**src/rtl/chain_sel_pkg.sv**
```systemverilog
package chain_sel_pkg;
  typedef enum logic [1:0] {
    TGT_NONE   = 2'd0,
    TGT_PAGE   = 2'd1,
    TGT_SELECT = 2'd2
  } target_e;

  typedef struct packed {
    logic loadPage;
    logic loadSelect;
    logic passOn;
  } ctrl_strobes_t;
endpackage

```
**src/rtl/chain_sel_ctrl.sv**
```systemverilog
module chain_sel_ctrl
  import chain_sel_pkg::*;
(
  input  logic          clk,
  input  logic          rstN,
  input  logic          tgtPage,
  input  logic          tgtSelect,
  input  logic          selNext,
  input  logic          cmdWrite,
  input  logic          chainIn,
  output ctrl_strobes_t strobes,
  output logic          chainOut
);
  target_e target;
  logic    passed;
  logic    loadingHere;

  // This chip takes page loads between the chain hand-over and its own selNext.
  assign loadingHere = chainIn && !passed;

  always_ff @(posedge clk or negedge rstN) begin
    if (!rstN) begin
      target <= TGT_NONE;
    end else if (tgtPage) begin
      target <= TGT_PAGE;
    end else if (tgtSelect) begin
      target <= TGT_SELECT;
    end else if (cmdWrite) begin
      target <= TGT_NONE;
    end
  end

  always_ff @(posedge clk or negedge rstN) begin
    if (!rstN) begin
      passed <= 1'b0;
    end else if (strobes.passOn) begin
      passed <= 1'b1;
    end
  end

  always_comb begin
    strobes.loadPage   = cmdWrite && (target == TGT_PAGE) && loadingHere;
    strobes.loadSelect = cmdWrite && (target == TGT_SELECT);
    strobes.passOn     = selNext && loadingHere;
  end

  assign chainOut = passed;
endmodule

```
**src/rtl/chain_sel_dp.sv**
```systemverilog
module chain_sel_dp
  import chain_sel_pkg::*;
#(
  parameter int ID_W = 16
) (
  input  logic              clk,
  input  logic              rstN,
  input  ctrl_strobes_t     strobes,
  input  logic [ID_W-1:0]   wrData,
  output logic [ID_W-1:0]   selRdData,
  output logic              selected,
  output logic              broadcast,
  output logic              readAllowed,
  output logic              writeAllowed
);
  localparam logic [ID_W-1:0] ALL_ONES = {ID_W{1'b1}};

  logic [ID_W-1:0] pageId;
  logic [ID_W-1:0] selId;
  logic            idMatch;
  logic            isBcast;

  always_ff @(posedge clk or negedge rstN) begin
    if (!rstN) begin
      pageId <= '0;
    end else if (strobes.loadPage && (wrData != ALL_ONES)) begin
      pageId <= wrData;
    end
  end

  always_ff @(posedge clk or negedge rstN) begin
    if (!rstN) begin
      selId <= '0;
    end else if (strobes.loadSelect) begin
      selId <= wrData;
    end
  end

  assign idMatch = (selId == pageId);
  assign isBcast = (selId == ALL_ONES);

  always_ff @(posedge clk or negedge rstN) begin
    if (!rstN) begin
      selected     <= 1'b0;
      broadcast    <= 1'b0;
      readAllowed  <= 1'b0;
      writeAllowed <= 1'b0;
    end else begin
      selected     <= idMatch || isBcast;
      broadcast    <= isBcast;
      readAllowed  <= idMatch && !isBcast;
      writeAllowed <= idMatch || isBcast;
    end
  end

  assign selRdData = selId;
endmodule

```
**src/rtl/chain_sel.sv**
```systemverilog
module chain_sel
  import chain_sel_pkg::*;
#(
  parameter int ID_W = 16
) (
  input  logic            clk,
  input  logic            rstN,
  input  logic            swReset,
  input  logic            tgtPage,
  input  logic            tgtSelect,
  input  logic            selNext,
  input  logic            cmdWrite,
  input  logic [ID_W-1:0] wrData,
  input  logic            chainIn,
  output logic            chainOut,
  output logic [ID_W-1:0] selRdData,
  output logic            selected,
  output logic            broadcast,
  output logic            readAllowed,
  output logic            writeAllowed
);
  ctrl_strobes_t strobes;
  logic          swResetUnused;

  // The software reset leaves the identity registers alone by design.
  assign swResetUnused = swReset;

  chain_sel_ctrl u_ctrl (
    .clk       (clk),
    .rstN      (rstN),
    .tgtPage   (tgtPage),
    .tgtSelect (tgtSelect),
    .selNext   (selNext),
    .cmdWrite  (cmdWrite),
    .chainIn   (chainIn),
    .strobes   (strobes),
    .chainOut  (chainOut)
  );

  chain_sel_dp #(.ID_W(ID_W)) u_dp (
    .clk          (clk),
    .rstN         (rstN),
    .strobes      (strobes),
    .wrData       (wrData),
    .selRdData    (selRdData),
    .selected     (selected),
    .broadcast    (broadcast),
    .readAllowed  (readAllowed),
    .writeAllowed (writeAllowed)
  );
endmodule

```
**config.mk**
```make
export PLATFORM = sky130hd
export DESIGN_NAME = chain_sel
export DESIGN_NICKNAME = d
export VERILOG_FILES = /design/src/rtl/chain_sel_pkg.sv /design/src/rtl/chain_sel_ctrl.sv /design/src/rtl/chain_sel_dp.sv /design/src/rtl/chain_sel.sv
export SDC_FILE = /design/constraint.sdc
export NUM_CORES = 1
export LEC_CHECK = 0
export BUFFER_PORTS_ARGS = -buffer_cell sky130_fd_sc_hd__clkbuf_2
export CAP_MARGIN = 5
export CORE_MARGIN = 2
export CORE_UTILIZATION = 50
export DETAILED_ROUTE_END_ITERATION = 6
export PLACE_DENSITY = 0.76
export SLEW_MARGIN = 40
export SYNTH_ARGS = -nofsm -noshare
export SYNTH_HDL_FRONTEND = slang
export SYNTH_SLANG_ARGS = --single-unit
```
**constraint.sdc**
```tcl
create_clock -name clk -period 4.75 [get_ports clk]
set_clock_uncertainty 0.1 [all_clocks]
set_input_delay 0.475 -clock clk [delete_from_list [all_inputs] [get_ports clk]]
set_output_delay 0.475 -clock clk [all_outputs]
set_load 0.03 [all_outputs]
```
==> impl_metrics.ini, run 1 <==
[placement]
gp_congestion = 0.755
place_ws_ns = 2.80
io_buffers = 43

[detailed_routing]
final_antenna_net_count = 0
avgViaCountPerCell = 5.13
drtPass1Iterations = 4
drt_wl_total_mm = 3.09
drc_errors = 0
drt_iter0_drc = 32
avgRoutedWirePerCell_um = 14.7
via_count = 1077

[clock_network]
cts_root_buf = clkbuf_4
cts_buffers = 5
h-tree-depth = 2
holdBufCountCts = 0
clk_transition_reported_paths_ns = 0.10
post_cts_resized = 0
clock-sinks = 38
insertion_delay_ns = 0.33
cts_setup_buffers = 0
cts_max_path_buffers = 2
cts_tree = done

[global_routing]
grt_pass1_vias = 1072
antenna_found_initial = 0
grtUsageTotal_pct = 19.1
grt_pass1_wl_mm = 5.11
gr-total-overflow = 0
grt_max_degree = 39

[floorplanning]
top_level_ports = 45
initial_core_util_pct = 51.2
die_x_um = 62.0
fp-row-count = 21
dieArea_um2 = 3840
core-area_um2 = 3280
die_height_um = 62.0

[setup_path]
crit_start = u_ctrl.target[0]$_DFFE_PN0P_
worstPathRequired_ns = 4.87
end_kind = flop
reg2reg_from = u_ctrl.target[0]$_DFFE_PN0P_
reg2regPathDepth = 3
worstPathArrival_ns = 1.76
worstSetupStartpointType = flop
critical_path_class = flop to flop
path_max_fanout = 9

[job]
timing.max_cap.violations = 0

[synth]
synth_cells = 115
synth_mux_area_share_pct = 23.7
synthTopCellsByArea = dfrtp_1, mux2_2, mux2_4, xor2_1, nand4_1
yosysWarnings = 0
synth_seq_area_share_pct = 56.6
synth_top_area_share_pct = 56.6
synth_top_family_by_area = multiplexers
yosysTopAreaCell = dfrtp_1
ys_types = 18
synth_fa_ha_area_share_pct = 0
netlist_area_um2 = 1680
synth_fp_nets = 139
synth-compound-area-share_pct = 1.19
synth_xor_area_share_pct = 8.34
synthSimpleGateAreaFrac_pct = 8.56
ys_ff_latch = 38
synth_area_per_cell_um2 = 14.6

[power]
p_leak_nw = 0.999
p_per_area_nw_per_um2 = 399
vdd.ir_drop.worst_mv = 0.189

[timing]
fmax_ghz = 0.611
drv_slew = 0
rsz0062_at_grt = no
finalCriticalPeriod_ns = 1.64
hold_viol = 0
worst_pin_slew_ns = 0.503
worst_slack_ns = 3.11
period_share_pct = 34.5
tns_ns = 0
setup_viol = 0
max-slew-margin-rel_pct = 66.5

[finish]
nFillCells = 284
antenna_cells = 0
layout_commonest_cell = clkbuf_2
layout_common_cells = clkbuf_2, dfrtp_1, mux2_2
drive_above_1_share_pct = 51.2
nNetsFinal = 188
area_growth_pct = 18.5

[run_status]
status = completed

[hold_path]
holdCritPathClass = input pin to asynchronous set/reset pin
[cell usage after synthesis]
master	n
mux2_4	10
nor4_2	1
nor2_1	3
nand4_1	9
nor4_1	5
buf_4	1
xor2_1	16
nor3_2	1
a21o_1	2
dfrtp_1	38
nand4b_1	1
buf_6	1
buf_2	1
nand2b_1	1
nand3b_1	1
a21oi_1	1
mux2_2	22
inv_1	1
[sequential cells by signal, indices dropped and copies added, names as in the netlist]
| signal | cells |
|---|---|
| u_ctrl.target | 2 |
| u_dp.pageId | 16 |
| u_dp.broadcast | 1 |
| u_dp.selRdData | 16 |
| u_ctrl.chainOut | 1 |
| u_dp.selected | 1 |
| u_dp.readAllowed | 1 |
[routing by layer]
layer | part of all wire (%) | track usage [%]
met1 | 47 | 26.0
met2 | 47 | 28.9
met3 | 4.7 | 5.59
met4 | 1.5 | 7.29
met5 | 0 | 0
[worst max-delay path, stage by stage (launching register included)]
cell      delay, ns
dfrtp_1        0.41
nand3b_1       0.42
buf_4          0.32
mux2_2         0.28
[cell families (layout without fill, tap and decap cells)]
family	Yosys count	in the layout
AND/OR/NAND/NOR	22	22
XOR/XNOR	16	16
AO/OA/AOI/OAI	3	3
flip-flops	38	38
buffers and inverters	4	53
multiplexers	32	32
[where the power goes]
part / internal, mW / leakage, nW / switching [mW]
Clock: 0.0558 / 0.0254 / 0.0927
Sequential: 0.372 / 0.481 / 0.0524
Combinational: 0.0927 / 0.492 / 0.129
Total: 0.521 / 0.999 / 0.274
[through the flow]
step	cells	power [mW]	cell area [um^2]	util (%)	hold slack [ns]
after floorplan	115	0.574	1680	-	0.0794
final	210	0.795	1990	60.6	0.0320
after global placement	202	0.647	1940	59.0	0.355
after CTS	209	0.806	1980	60.4	0.0364
after detailed placement	202	0.655	1940	59.0	0.364
after global routing	210	0.843	1990	60.6	0.0470
[cell type report]
type	instances	area (um^2)	area share (%)
Multi-Input combinational cell	73	702	35.2
Inverter	1	3.75	0.188
Tap cell	46	57.6	2.89
Sequential cell	38	951	47.7
Timing Repair Buffer	45	233	11.7
Clock buffer	7	45.0	2.26
[worst paths after layout]
path	slack, ns	endpoint
worst max-delay path	3.11	u_dp.selRdData[6]$_DFFE_PN0P_
min in group clk	0.20	u_ctrl.target[1]$_DFFE_PN0P_
worst max register to register	3.11	u_dp.selRdData[6]$_DFFE_PN0P_
worst min register to register	0.39	u_ctrl.chainOut$_DFFE_PN0P_
worst min-delay path	0.03	u_dp.selRdData[4]$_DFFE_PN0P_
max in group asynchronous	4.18	u_dp.selRdData[10]$_DFFE_PN0P_
(Power assumes the default switching activity.)
==> run 2: changes to the inputs <==
--- a/config.mk
+++ b/config.mk
@@ -5,12 +5,13 @@
 export SDC_FILE = /design/constraint.sdc
 export NUM_CORES = 1
 export LEC_CHECK = 0
+export ABC_AREA = 1
 export BUFFER_PORTS_ARGS = -buffer_cell sky130_fd_sc_hd__clkbuf_2
 export CAP_MARGIN = 5
 export CORE_MARGIN = 2
-export CORE_UTILIZATION = 50
+export CORE_UTILIZATION = 47
 export DETAILED_ROUTE_END_ITERATION = 6
-export PLACE_DENSITY = 0.76
+export PLACE_DENSITY = 0.74
 export SLEW_MARGIN = 40
 export SYNTH_ARGS = -nofsm -noshare
 export SYNTH_HDL_FRONTEND = slang
==> constraint.sdc (replaced) <==
create_clock -name clk -period 1.4 [get_ports clk]
set_clock_uncertainty 0.1 [all_clocks]
set_input_delay 0.14 -clock clk [delete_from_list [all_inputs] [get_ports clk]]
set_output_delay 0.14 -clock clk [all_outputs]
set_load 0.03 [all_outputs]
==> impl_metrics.ini, run 2 <==
[detailed_routing]
via_count = 1735
final_antenna_net_count = 0
avgRoutedWirePerCell_um = 12.3
avgViaCountPerCell = 4.86
drc_errors = 0
drt_iter0_drc = 113
drt_wl_total_mm = 4.38
drtPass1Iterations = 4

[clock_network]
clock-sinks = 38
cts_root_buf = clkbuf_8
h-tree-depth = 2
cts_tree = done
clk_transition_reported_paths_ns = 0.07
cts_max_path_buffers = 2
cts_buffers = 5
insertion_delay_ns = 0.29

[power]
total_power_mw = 3.09
p_per_area_nw_per_um2 = 1290
vdd.ir_drop.worst_mv = 0.806
p_leak_nw = 1.34

[synth]
synth_cells = 245
synth_top_area_share_pct = 51.1
yosysWarnings = 0
synth-main-ff-cell = dfrtp_1
synth-async-reset-ratio_pct = 100
synthTopCellsByArea = dfrtp_1, nand2_1, inv_1, nor2_1, nand3_1
ys_types = 18
synth_seq_area_share_pct = 51.1
synth_common_cells = nand2_1, dfrtp_1, inv_1, nor2_1, nand3_1
synth_edf_count = 0
synth_area_per_cell_um2 = 7.59
ys_ff_latch = 38
netlist_area_um2 = 1860
synth_fp_nets = 269
yosysMostFrequentCell = nand2_1
yosysTopAreaCell = dfrtp_1

[setup_path]
worstPathRequired_ns = 1.48
rr_endpoint = u_dp.pageId[2]$_DFFE_PN0P_
worstPathArrival_ns = 1.45
cpMostUsedCell = nand2_1
path_max_fanout = 8
reg2reg_from = u_ctrl.chainOut$_DFFE_PN0P_
end_kind = flop
critPathCapture = u_dp.pageId[2]$_DFFE_PN0P_
ff2ff_setup_slack_ns = 0.03
reg2regPathDepth = 5
critical_path_class = flop to flop
worstSetupStartpointType = flop
crit_start = u_ctrl.chainOut$_DFFE_PN0P_
path_cells = nor4_4 -> buf_4 -> nand2_2 -> nand2_1 -> nand2_1
critPathSlowestCell = dfrtp_2
max_stage_delay_ns = 0.43

[floorplanning]
die_height_um = 66.9
initial_core_util_pct = 49.7
die_x_um = 66.9
fp-row-count = 22
top_level_ports = 45
dieArea_um2 = 4480
core-area_um2 = 3740

[finish]
area_growth_pct = 28.3
layout_commonest_cell = nand2_1
layout_common_cells = nand2_1, clkbuf_2, dfrtp_1
drive_above_1_share_pct = 24.6
nNetsFinal = 332
final_util_pct = 63.8
fin_cells = 357
antenna_cells = 0

[timing]
drv_slew = 0
hold_viol = 0
fmax_ghz = 0.732
max-slew-margin-rel_pct = 70.2
finalCriticalPeriod_ns = 1.37
worst_pin_slew_ns = 0.447
setup_viol = 0
period_share_pct = 97.5

[global_routing]
gr-total-overflow = 0
grtUsageTotal_pct = 22.4
grt_pass1_vias = 1682
grt_pass1_wl_mm = 7.39
grt_max_degree = 24
antenna_found_initial = 0

[run_status]
status = completed

[hold_path]
holdCritPathClass = input pin to flop

[job]
timing.max_cap.violations = 0

[placement]
post-dp-hpwl_mm = 3.09
gp_congestion = 0.775
io_buffers = 43
dp.cells = 341
==> run 2: how the worst min path moves through the flow <==
| stage | slack [ns] | start | endpoint | cells after the start |
|---|---|---|---|---|
| global route | 0.007 | wrData[13] | u_dp.pageId[13]$_DFFE_PN0P_ | 3 |
| detailed placement | 0.007 | rstN | u_ctrl.target[1]$_DFFE_PN0P_ | 1 |
| floorplan | -0.26 | rstN | u_ctrl.chainOut$_DFFE_PN0P_ | 0 |
| CTS | 0.0005 | wrData[6] | u_dp.pageId[6]$_DFFE_PN0P_ | 3 |
| global placement | 0.005 | rstN | u_ctrl.target[1]$_DFFE_PN0P_ | 1 |
| finish | 0.01 | wrData[6] | u_dp.pageId[6]$_DFFE_PN0P_ | 3 |
==> run 2: where the power goes <==
group	total [mW]	internal (mW)	switching, mW
sequential	1.41	1.26	0.147
clock	0.781	0.397	0.383
combinational	0.896	0.324	0.573
==> run 2: area by class of cell <==
type,instances,area [um^2]
Clock buffer,7,86.3
Clock inverter,1,5.00
Fill cell,359,1360
Inverter,34,128
Multi-Input combinational cell,167,762
Sequential cell,38,953
Tap cell,48,60.1
Timing Repair Buffer,62,393
==> run 2: repair_timing <==
item / in CTS / in global routing
hold endpoints to repair: 19 / 0
gates resized for setup: 0 / 7
endpoints found under the setup margin: 0 / 29
buffers inserted: 0 / 1
hold buffers: 6 / 0
==> run 2: kinds of logic (layout without fill, tap and decap cells) <==
| kind of cell | after synthesis | count (layout) | synth area share, % |
|---|---|---|---|
| compound gates | 17 | 17 | 4.98 |
| simple gates | 147 | 148 | 33.3 |
| mux | 2 | 2 | 1.21 |
| buf+inv | 41 | 104 | 9.42 |
| flops | 38 | 38 | 51.1 |
==> run 2: per-layer routing <==
| metal | vias to the layer above | track usage (%) | part of all wire, % |
|---|---|---|---|
| li1 | 882 | - | - |
| met1 | 793 | 27.2 | 42 |
| met2 | 56 | 38.8 | 51 |
| met3 | 4 | 6.25 | 6.2 |
| met4 | 0 | 5.87 | 0.71 |
| met5 | - | 0 | 0 |
==> run 2: worst max-delay path, delay by kind of cell, from the launching register on <==
family / cells / cell delay (ns)
buffers and inverters: 1 / 0.19
AND/OR/NAND/NOR: 4 / 0.53
flip-flops: 1 / 0.43
==> run 2: stage by stage <==
stage	TNS [ns]	hold WS, ns	instance area (um^2)	setup WS, ns
finish	0	0.0106	2390	0.0344
global route	-0.336	0.00714	2390	-0.0387
CTS	0	0.000497	2340	0.0120
detailed placement	0	0.00653	2190	0.0318
global placement	0	0.00534	2190	0.0617
floorplan	-0.395	-0.256	1860	-0.0395
